<file path="config.mk">
export PLATFORM = sky130hd
export DESIGN_NAME = lcd_frame_timer
export DESIGN_NICKNAME = d
export VERILOG_FILES = /design/src/rtl/lcdtg_pkg.sv /design/src/rtl/lcdtg_shadow.sv /design/src/rtl/lcdtg_seq.sv /design/src/rtl/lcdtg_out.sv /design/src/rtl/lcd_frame_timer.sv
export SDC_FILE = /design/constraint.sdc
export NUM_CORES = 1
export LEC_CHECK = 0
export BUFFER_PORTS_ARGS = -buffer_cell sky130_fd_sc_hd__buf_2
export CORE_MARGIN = 2
export CORE_UTILIZATION = 50
export DETAILED_ROUTE_END_ITERATION = 16
export GPL_TIMING_DRIVEN = 0
export PLACE_DENSITY_LB_ADDON = 0.1
export SYNTH_ARGS = -nofsm -noshare
export SYNTH_HDL_FRONTEND = slang
export SYNTH_SLANG_ARGS = --single-unit
</file>
<file path="constraint.sdc">
create_clock -name clk -period 5.6 [get_ports clk]
set_input_delay 1.68 -clock clk [delete_from_list [all_inputs] [get_ports clk]]
set_output_delay 1.68 -clock clk [all_outputs]
set_load 0.1 [all_outputs]
</file>
<file path="src/rtl/lcdtg_pkg.sv">
package lcdtg_pkg;
  localparam int REG_W     = 32;
  localparam int FLD_W     = 16;
  localparam int HI_LSB    = 16;
  localparam int POL_V_BIT = 28;
  localparam int POL_H_BIT = 27;
  localparam int POL_E_BIT = 24;

  typedef struct packed {
    logic [FLD_W-1:0] h_tot;
    logic [FLD_W-1:0] h_act;
    logic [FLD_W-1:0] h_sp;
    logic [FLD_W-1:0] h_sw;
    logic [FLD_W-1:0] v_tot;
    logic [FLD_W-1:0] v_act;
    logic [FLD_W-1:0] v_sp;
    logic [FLD_W-1:0] v_sw;
    logic             pol_v;
    logic             pol_h;
    logic             pol_e;
  } tcfg_t;

  function automatic logic [FLD_W-1:0] lo_field(input logic [REG_W-1:0] w);
    return w[FLD_W-1:0];
  endfunction

  function automatic logic [FLD_W-1:0] hi_field(input logic [REG_W-1:0] w);
    return w[HI_LSB +: FLD_W];
  endfunction

  // group count to dot count
  function automatic logic [31:0] to_dots(input logic [FLD_W-1:0] g, input int sh);
    return 32'(g) << sh;
  endfunction

  // half-open window [start, start+width)
  function automatic logic in_window(input logic [31:0] p, input logic [31:0] s,
                                     input logic [31:0] w);
    return (p >= s) && (p < s + w);
  endfunction

  function automatic tcfg_t unpack_cfg(input logic [REG_W-1:0] hc, input logic [REG_W-1:0] hs,
                                       input logic [REG_W-1:0] vc, input logic [REG_W-1:0] vs,
                                       input logic [REG_W-1:0] md);
    tcfg_t c;
    c.h_tot = lo_field(hc);
    c.h_act = hi_field(hc);
    c.h_sp  = lo_field(hs);
    c.h_sw  = hi_field(hs);
    c.v_tot = lo_field(vc);
    c.v_act = hi_field(vc);
    c.v_sp  = lo_field(vs);
    c.v_sw  = hi_field(vs);
    c.pol_v = md[POL_V_BIT];
    c.pol_h = md[POL_H_BIT];
    c.pol_e = md[POL_E_BIT];
    return c;
  endfunction
endpackage

</file>
<file path="src/rtl/lcdtg_shadow.sv">
module lcdtg_shadow
  import lcdtg_pkg::*;
(
  input  logic  clk,
  input  logic  rst_n,
  input  logic  load,
  input  tcfg_t cfg_in,
  output tcfg_t cfg_q
);
  always_ff @(posedge clk or negedge rst_n) begin
    if (!rst_n) cfg_q <= '0;
    else if (load) cfg_q <= cfg_in;
  end
endmodule

</file>
<file path="src/rtl/lcdtg_seq.sv">
module lcdtg_seq
  import lcdtg_pkg::*;
#(
  parameter int DOT_SHIFT = 3,
  localparam int HCW = FLD_W + DOT_SHIFT
)(
  input  logic             clk,
  input  logic             rst_n,
  input  tcfg_t            cfg,
  input  logic             oneshot,
  input  logic             trig,
  output logic             run,
  output logic [HCW-1:0]   hpos,
  output logic [FLD_W-1:0] vpos,
  output logic             load,
  output logic             frame_start,
  output logic             frame_end
);
  localparam logic [HCW-1:0]   H_ONE = 1;
  localparam logic [FLD_W-1:0] V_ONE = 1;

  logic pending;
  logic go;
  logic line_last;
  logic frame_last;

  assign go         = !oneshot || pending || trig;
  assign line_last  = (32'(hpos) == to_dots(cfg.h_tot, DOT_SHIFT) - 32'd1);
  assign frame_last = line_last && (32'(vpos) == 32'(cfg.v_tot) - 32'd1);
  assign load       = run ? (frame_last && go) : go;
  assign frame_start = run && (hpos == '0) && (vpos == '0);

  always_ff @(posedge clk or negedge rst_n) begin
    if (!rst_n) begin
      run       <= 1'b0;
      hpos      <= '0;
      vpos      <= '0;
      pending   <= 1'b0;
      frame_end <= 1'b0;
    end else begin
      frame_end <= run && frame_last;
      pending   <= load ? 1'b0 : (pending | trig);
      if (!run) begin
        if (go) begin
          run  <= 1'b1;
          hpos <= '0;
          vpos <= '0;
        end
      end else if (frame_last) begin
        hpos <= '0;
        vpos <= '0;
        run  <= go;
      end else if (line_last) begin
        hpos <= '0;
        vpos <= vpos + V_ONE;
      end else begin
        hpos <= hpos + H_ONE;
      end
    end
  end


  fs_single_chk: assert property (@(posedge clk) disable iff (!rst_n)
    frame_start |=> !frame_start);

  fe_on_stop_chk: assert property (@(posedge clk) disable iff (!rst_n)
    $fell(run) |-> frame_end);

  hpos_bound_chk: assert property (@(posedge clk) disable iff (!rst_n)
    run |-> (32'(hpos) < to_dots(cfg.h_tot, DOT_SHIFT)));

  idle_hold_chk: assert property (@(posedge clk) disable iff (!rst_n)
    (!run && oneshot && !pending && !trig) |=> !run);

  cont_wrap_chk: assert property (@(posedge clk) disable iff (!rst_n)
    (run && frame_last && !oneshot) |=> (run && frame_start && frame_end));
endmodule

</file>
<file path="src/rtl/lcdtg_out.sv">
module lcdtg_out
  import lcdtg_pkg::*;
#(
  parameter int DOT_SHIFT = 3,
  localparam int HCW = FLD_W + DOT_SHIFT
)(
  input  tcfg_t            cfg,
  input  logic             run,
  input  logic [HCW-1:0]   hpos,
  input  logic [FLD_W-1:0] vpos,
  output logic             hsync,
  output logic             vsync,
  output logic             den
);
  logic hs_raw, vs_raw, de_raw;

  always_comb begin
    hs_raw = run && in_window(32'(hpos), to_dots(cfg.h_sp, DOT_SHIFT),
                              to_dots(cfg.h_sw, DOT_SHIFT));
    vs_raw = run && in_window(32'(vpos), 32'(cfg.v_sp), 32'(cfg.v_sw));
    de_raw = run && (32'(hpos) < to_dots(cfg.h_act, DOT_SHIFT))
                 && (vpos < cfg.v_act);
    hsync  = hs_raw ^ cfg.pol_h;
    vsync  = vs_raw ^ cfg.pol_v;
    den    = de_raw ^ cfg.pol_e;
  end
endmodule

</file>
<file path="src/rtl/lcd_frame_timer.sv">
module lcd_frame_timer
  import lcdtg_pkg::*;
#(
  parameter int DOT_SHIFT = 3,
  localparam int HCW = FLD_W + DOT_SHIFT
)(
  input  logic        clk,
  input  logic        rst_n,
  input  logic [31:0] hcount_cfg,
  input  logic [31:0] hsync_cfg,
  input  logic [31:0] vcount_cfg,
  input  logic [31:0] vsync_cfg,
  input  logic [31:0] mode_cfg,
  input  logic        oneshot_sel,
  input  logic        trigger,
  output logic        hsync_o,
  output logic        vsync_o,
  output logic        den_o,
  output logic        frame_start_o,
  output logic        frame_end_o
);
  tcfg_t            cfg_live;
  tcfg_t            cfg_q;
  logic             run;
  logic             load;
  logic [HCW-1:0]   hpos;
  logic [FLD_W-1:0] vpos;

  assign cfg_live = unpack_cfg(hcount_cfg, hsync_cfg, vcount_cfg, vsync_cfg, mode_cfg);

  lcdtg_shadow u_shadow (
    .clk(clk), .rst_n(rst_n), .load(load), .cfg_in(cfg_live), .cfg_q(cfg_q)
  );

  lcdtg_seq #(.DOT_SHIFT(DOT_SHIFT)) u_seq (
    .clk(clk), .rst_n(rst_n), .cfg(cfg_q), .oneshot(oneshot_sel), .trig(trigger),
    .run(run), .hpos(hpos), .vpos(vpos), .load(load),
    .frame_start(frame_start_o), .frame_end(frame_end_o)
  );

  lcdtg_out #(.DOT_SHIFT(DOT_SHIFT)) u_out (
    .cfg(cfg_q), .run(run), .hpos(hpos), .vpos(vpos),
    .hsync(hsync_o), .vsync(vsync_o), .den(den_o)
  );


  cfg_hold_chk: assert property (@(posedge clk) disable iff (!rst_n)
    (run && !frame_start_o) |-> $stable(cfg_q));
endmodule

</file>
==> impl_metrics.sql <==
INSERT INTO impl_metrics (metric_group, metric, value, unit) VALUES
('layout', 'finalInstanceArea', '16200', 'µm²'),
('clock_network', 'clockRootBuffer', 'sky130_fd_sc_hd__clkbuf_16', ''),
('die', 'initial_core_util', '50.4', '%'),
('routing', 'drtPass1Iterations', '5', ''),
('layout', 'antennaDiodeCount', '0', ''),
('clock_network', 'cts.clk_slew.worst_paths', '0.07', 'ns'),
('global_routing', 'number_of_antenna_violations_at_the_first_check_in_global_routing', '0', ''),
('layout', 'finalNonFillerCells', '2218', ''),
('yosys', 'ys_types', '75', ''),
('clock_network', 'tritoncts', 'done', ''),
('timing', 'period_needed', '5.80', 'ns'),
('pwr', 'vdd_drop_max', '160', 'µV'),
('timing', 'max_freq', '172', 'MHz'),
('timing', 'max_slew.worst_pin.slew', '1.21', 'ns'),
('pwr', 'sequentialPowerShare', '48.1', '%'),
('worst_setup_path', 'timing.critical_path.slowest_stage_cell', 'sky130_fd_sc_hd__dfrtp_1', ''),
('placement', 'place.detailed.hpwl', '30.6', 'mm'),
('yosys', 'synthesis.yosys.warnings', '0', ''),
('timing', 'slew_viol_final', '0', ''),
('outcome', 'failed_checks', 'negative setup slack', ''),
('timing', 'setup_violations', '2', ''),
('timing', 'timing.clock.skew', '0.0190', 'ns'),
('timing', 'final_hold_viols', '0', ''),
('yosys', 'top_reg_cell_synth', 'sky130_fd_sc_hd__dfrtp_1', ''),
('placement', 'port_buffers', '139', ''),
('routing', 'route.vias.total', '13300', ''),
('placement', 'gpl.final_weighted_congestion', '0.900', ''),
('die', 'total_i_o_pin_count', '169', ''),
('run', 'cap_violations', '0', ''),
('global_routing', 'grt_pass1_vias', '12800', ''),
('clock_network', 'later_pin_clock_latency_in_the_skew_report', '0.45', 'ns'),
('worst_setup_path', 'cpMostUsedCell', 'sky130_fd_sc_hd__a21oi_2', ''),
('die', 'dieArea', '29100', 'µm²'),
('worst_setup_path', 'crit_chain', 'ha_2 -> inv_2 -> fa_2 -> nor2b_1 -> o21ai_1 -> a21oi_2 -> buf_4 -> o31ai_4 -> a21oi_2 -> a21o_1 -> a21oi_2 -> xor2_1 -> ha_1 -> nand4_1 -> nor4_1 -> o2bb2ai_2 -> a21oi_4 -> xor2_4 -> buf_12', ''),
('worst_setup_path', 'timing.critical_path.to_type', 'output pin', ''),
('yosys', 'sequential_element_share_of_the_synthesized_area', '30.5', '%'),
('yosys', 'synth.avg_cell_area', '8.43', 'µm²'),
('clock_network', 'clock_tree.buffer_depth', '2', ''),
('worst_setup_path', 'crit_path_max_incr_delay', '0.42', 'ns'),
('worst_setup_path', 'critPathRequiredTime', '3.92', 'ns'),
('routing', 'drt_iter0_markers', '1062', ''),
('layout', 'area_growth_syn_to_layout', '16.5', '%'),
('layout', 'layout-drive-gt1-share', '18.8', '%'),
('clock_network', 'cts.sinks', '169', ''),
('die', 'die_h', '171', 'µm'),
('pwr', 'combinationalPowerShare', '4.6', '%'),
('global_routing', 'grt_start_max_net_pins', '104', ''),
('placement', 'dpl_cell_area', '15100', 'µm²'),
('placement', 'dp.cells', '2165', ''),
('timing', 'fin_crit_sh', '104', '%'),
('yosys', 'post_synth_most_frequent_cells', 'sky130_fd_sc_hd__nand2_1, sky130_fd_sc_hd__o211ai_1, sky130_fd_sc_hd__dfrtp_1, sky130_fd_sc_hd__ha_1, sky130_fd_sc_hd__inv_1', ''),
('routing', 'vias_per_cell', '6.00', ''),
('global_routing', 'gr-total-overflow', '0', ''),
('timing', 'final_critical_path_setup_slack', '-0.201', 'ns'),
('pwr', 'intPower', '1.92', 'mW'),
('worst_setup_path', 'worst_setup_path_start_kind', 'flop', ''),
('yosys', 'synthesized_net_count', '1943', ''),
('yosys', 'postSynthRegisterBits', '169', ''),
('layout', 'fillers', '2500', ''),
('outcome', 'outcome', 'finished with violations', ''),
('yosys', 'syn-cell-area', '13900', 'µm²'),
('min_path', 'timing.hold.worst_path_depth', '2', ''),
('yosys', 'yosys.cell_count.top_type', 'sky130_fd_sc_hd__nand2_1', ''),
('clock_network', 'cts-htree-levels', '4', ''),
('yosys', 'synth-edff-count', '0', ''),
('yosys', 'yosysTopAreaCellShare', '30.5', '%'),
('min_path', 'hold_path.class', 'flop to flop', ''),
('pwr', 'power_density_of_the_placed_cells', '158', 'nW/µm²'),
('global_routing', 'grt_first_pass_wirelength', '68.4', 'mm'),
('worst_setup_path', 'crit_type', 'flop to output pin', ''),
('global_routing', 'grt_usage', '29.9', '%');
-- state kept, by name, summed over array words and instances, names as in the netlist --
register and count:
u_seq.pending 1, u_seq.run 1, u_seq.frame_end 1, u_seq.vpos 16
u_seq.hpos 19, u_shadow.cfg_q 131
-- routing by layer --
layer | wire (µm) | track usage [%]
met2 | 19500 | 48.1
met5 | 0 | 0
met1 | 19100 | 40.4
met3 | 3110 | 5.74
met4 | 1150 | 10.0
-- kinds of logic after synthesis --
group | count (synthesis) | share of synthesized area (%)
fa+ha+maj | 132 | 12.0
buf+inv | 223 | 6.90
mux | 6 | 0.451
flops | 169 | 30.5
simple gates | 539 | 18.4
compound gates | 505 | 27.2
xor+xnor | 73 | 4.60
-- per-stage QoR --
stage	util [%]	total power, mW	hold WS (ns)	worst slack (ns)
final	58.7	2.55	0.530	-0.201
after global routing	58.7	2.62	0.559	-0.378
after CTS	58.2	2.56	0.530	-0.290
after global placement	54.8	1.37	0.510	-0.558
after floorplan	-	1.28	0.492	0.0847
after detailed placement	54.9	1.37	0.512	-0.606
-- worst max-delay path, delay by kind of cell, from the launching register on --
family | cells | cell delay [ns]
buf+inv | 3 | 0.37
compound gates | 8 | 1.07
simple gates | 3 | 0.59
fa+ha+maj | 3 | 0.91
flops | 1 | 0.42
xor+xnor | 2 | 0.33
-- timing repair --
action / CTS / global route
gates resized for setup: 54 / 21
pin swaps: 33 / 22
setup endpoints to repair: 2 / 2
buffers inserted: 16 / 5
endpoints found under the hold margin: 0 / 0
-- area by class of cell --
class	instances	area [µm²]	share of cell area, %
tap	378	473	2.93
multi-input combinational	1255	9000	55.7
sequential	169	4240	26.2
clock inverter	13	118	0.727
buffer	128	602	3.72
clock buffer	19	453	2.80
timing repair buffer	161	928	5.74
inverter	95	357	2.21
-- power groups by stage --
stage	sequential [mW]	combinational, mW	clock, mW
finish	1.23	0.118	1.21
detailed placement	1.25	0.120	0
floorplan	1.25	0.0364	0
CTS	1.23	0.121	1.21
global placement	1.25	0.115	0
global route	1.23	0.136	1.26
-- final timing paths --
check | from | to | slack, ns
worst max register to register | u_shadow.cfg_q[115]$_DFFE_PN0P_ | u_shadow.cfg_q[100]$_DFFE_PN0P_ | 2.06
worst min register to register | u_shadow.cfg_q[40]$_DFFE_PN0P_ | u_shadow.cfg_q[40]$_DFFE_PN0P_ | 0.53
worst min-delay path | u_shadow.cfg_q[40]$_DFFE_PN0P_ | u_shadow.cfg_q[40]$_DFFE_PN0P_ | 0.53
min in group asynchronous | rst_n | u_shadow.cfg_q[31]$_DFFE_PN0P_ | 1.17
max in group asynchronous | rst_n | u_shadow.cfg_q[83]$_DFFE_PN0P_ | 3.46
worst max-delay path | u_shadow.cfg_q[3]$_DFFE_PN0P_ | vsync_o | -0.20
-- layout by cell type (no fill, tap or decap), drive strengths merged, types with 6 or more instances in the layout --
master	synthesis	layout
a2111oi	6	6
a211oi	11	11
a21o	29	29
a21oi	61	61
a31oi	13	13
and3	13	13
buf	44	205
clkbuf	84	103
dfrtp	169	169
ha	130	130
inv	95	100
nand2	325	325
nand2b	19	19
nand3	26	26
nand3b	7	7
nand4	15	15
nand4b	8	8
nor2	33	33
nor2b	7	7
nor3	29	29
nor4	22	22
o211ai	267	267
o21a	8	8
o21ai	52	52
o21bai	6	6
o31a	6	6
o31ai	8	8
or2	9	9
xnor2	30	30
xor2	43	43
Note: power is estimated with default switching activity, not from simulation.
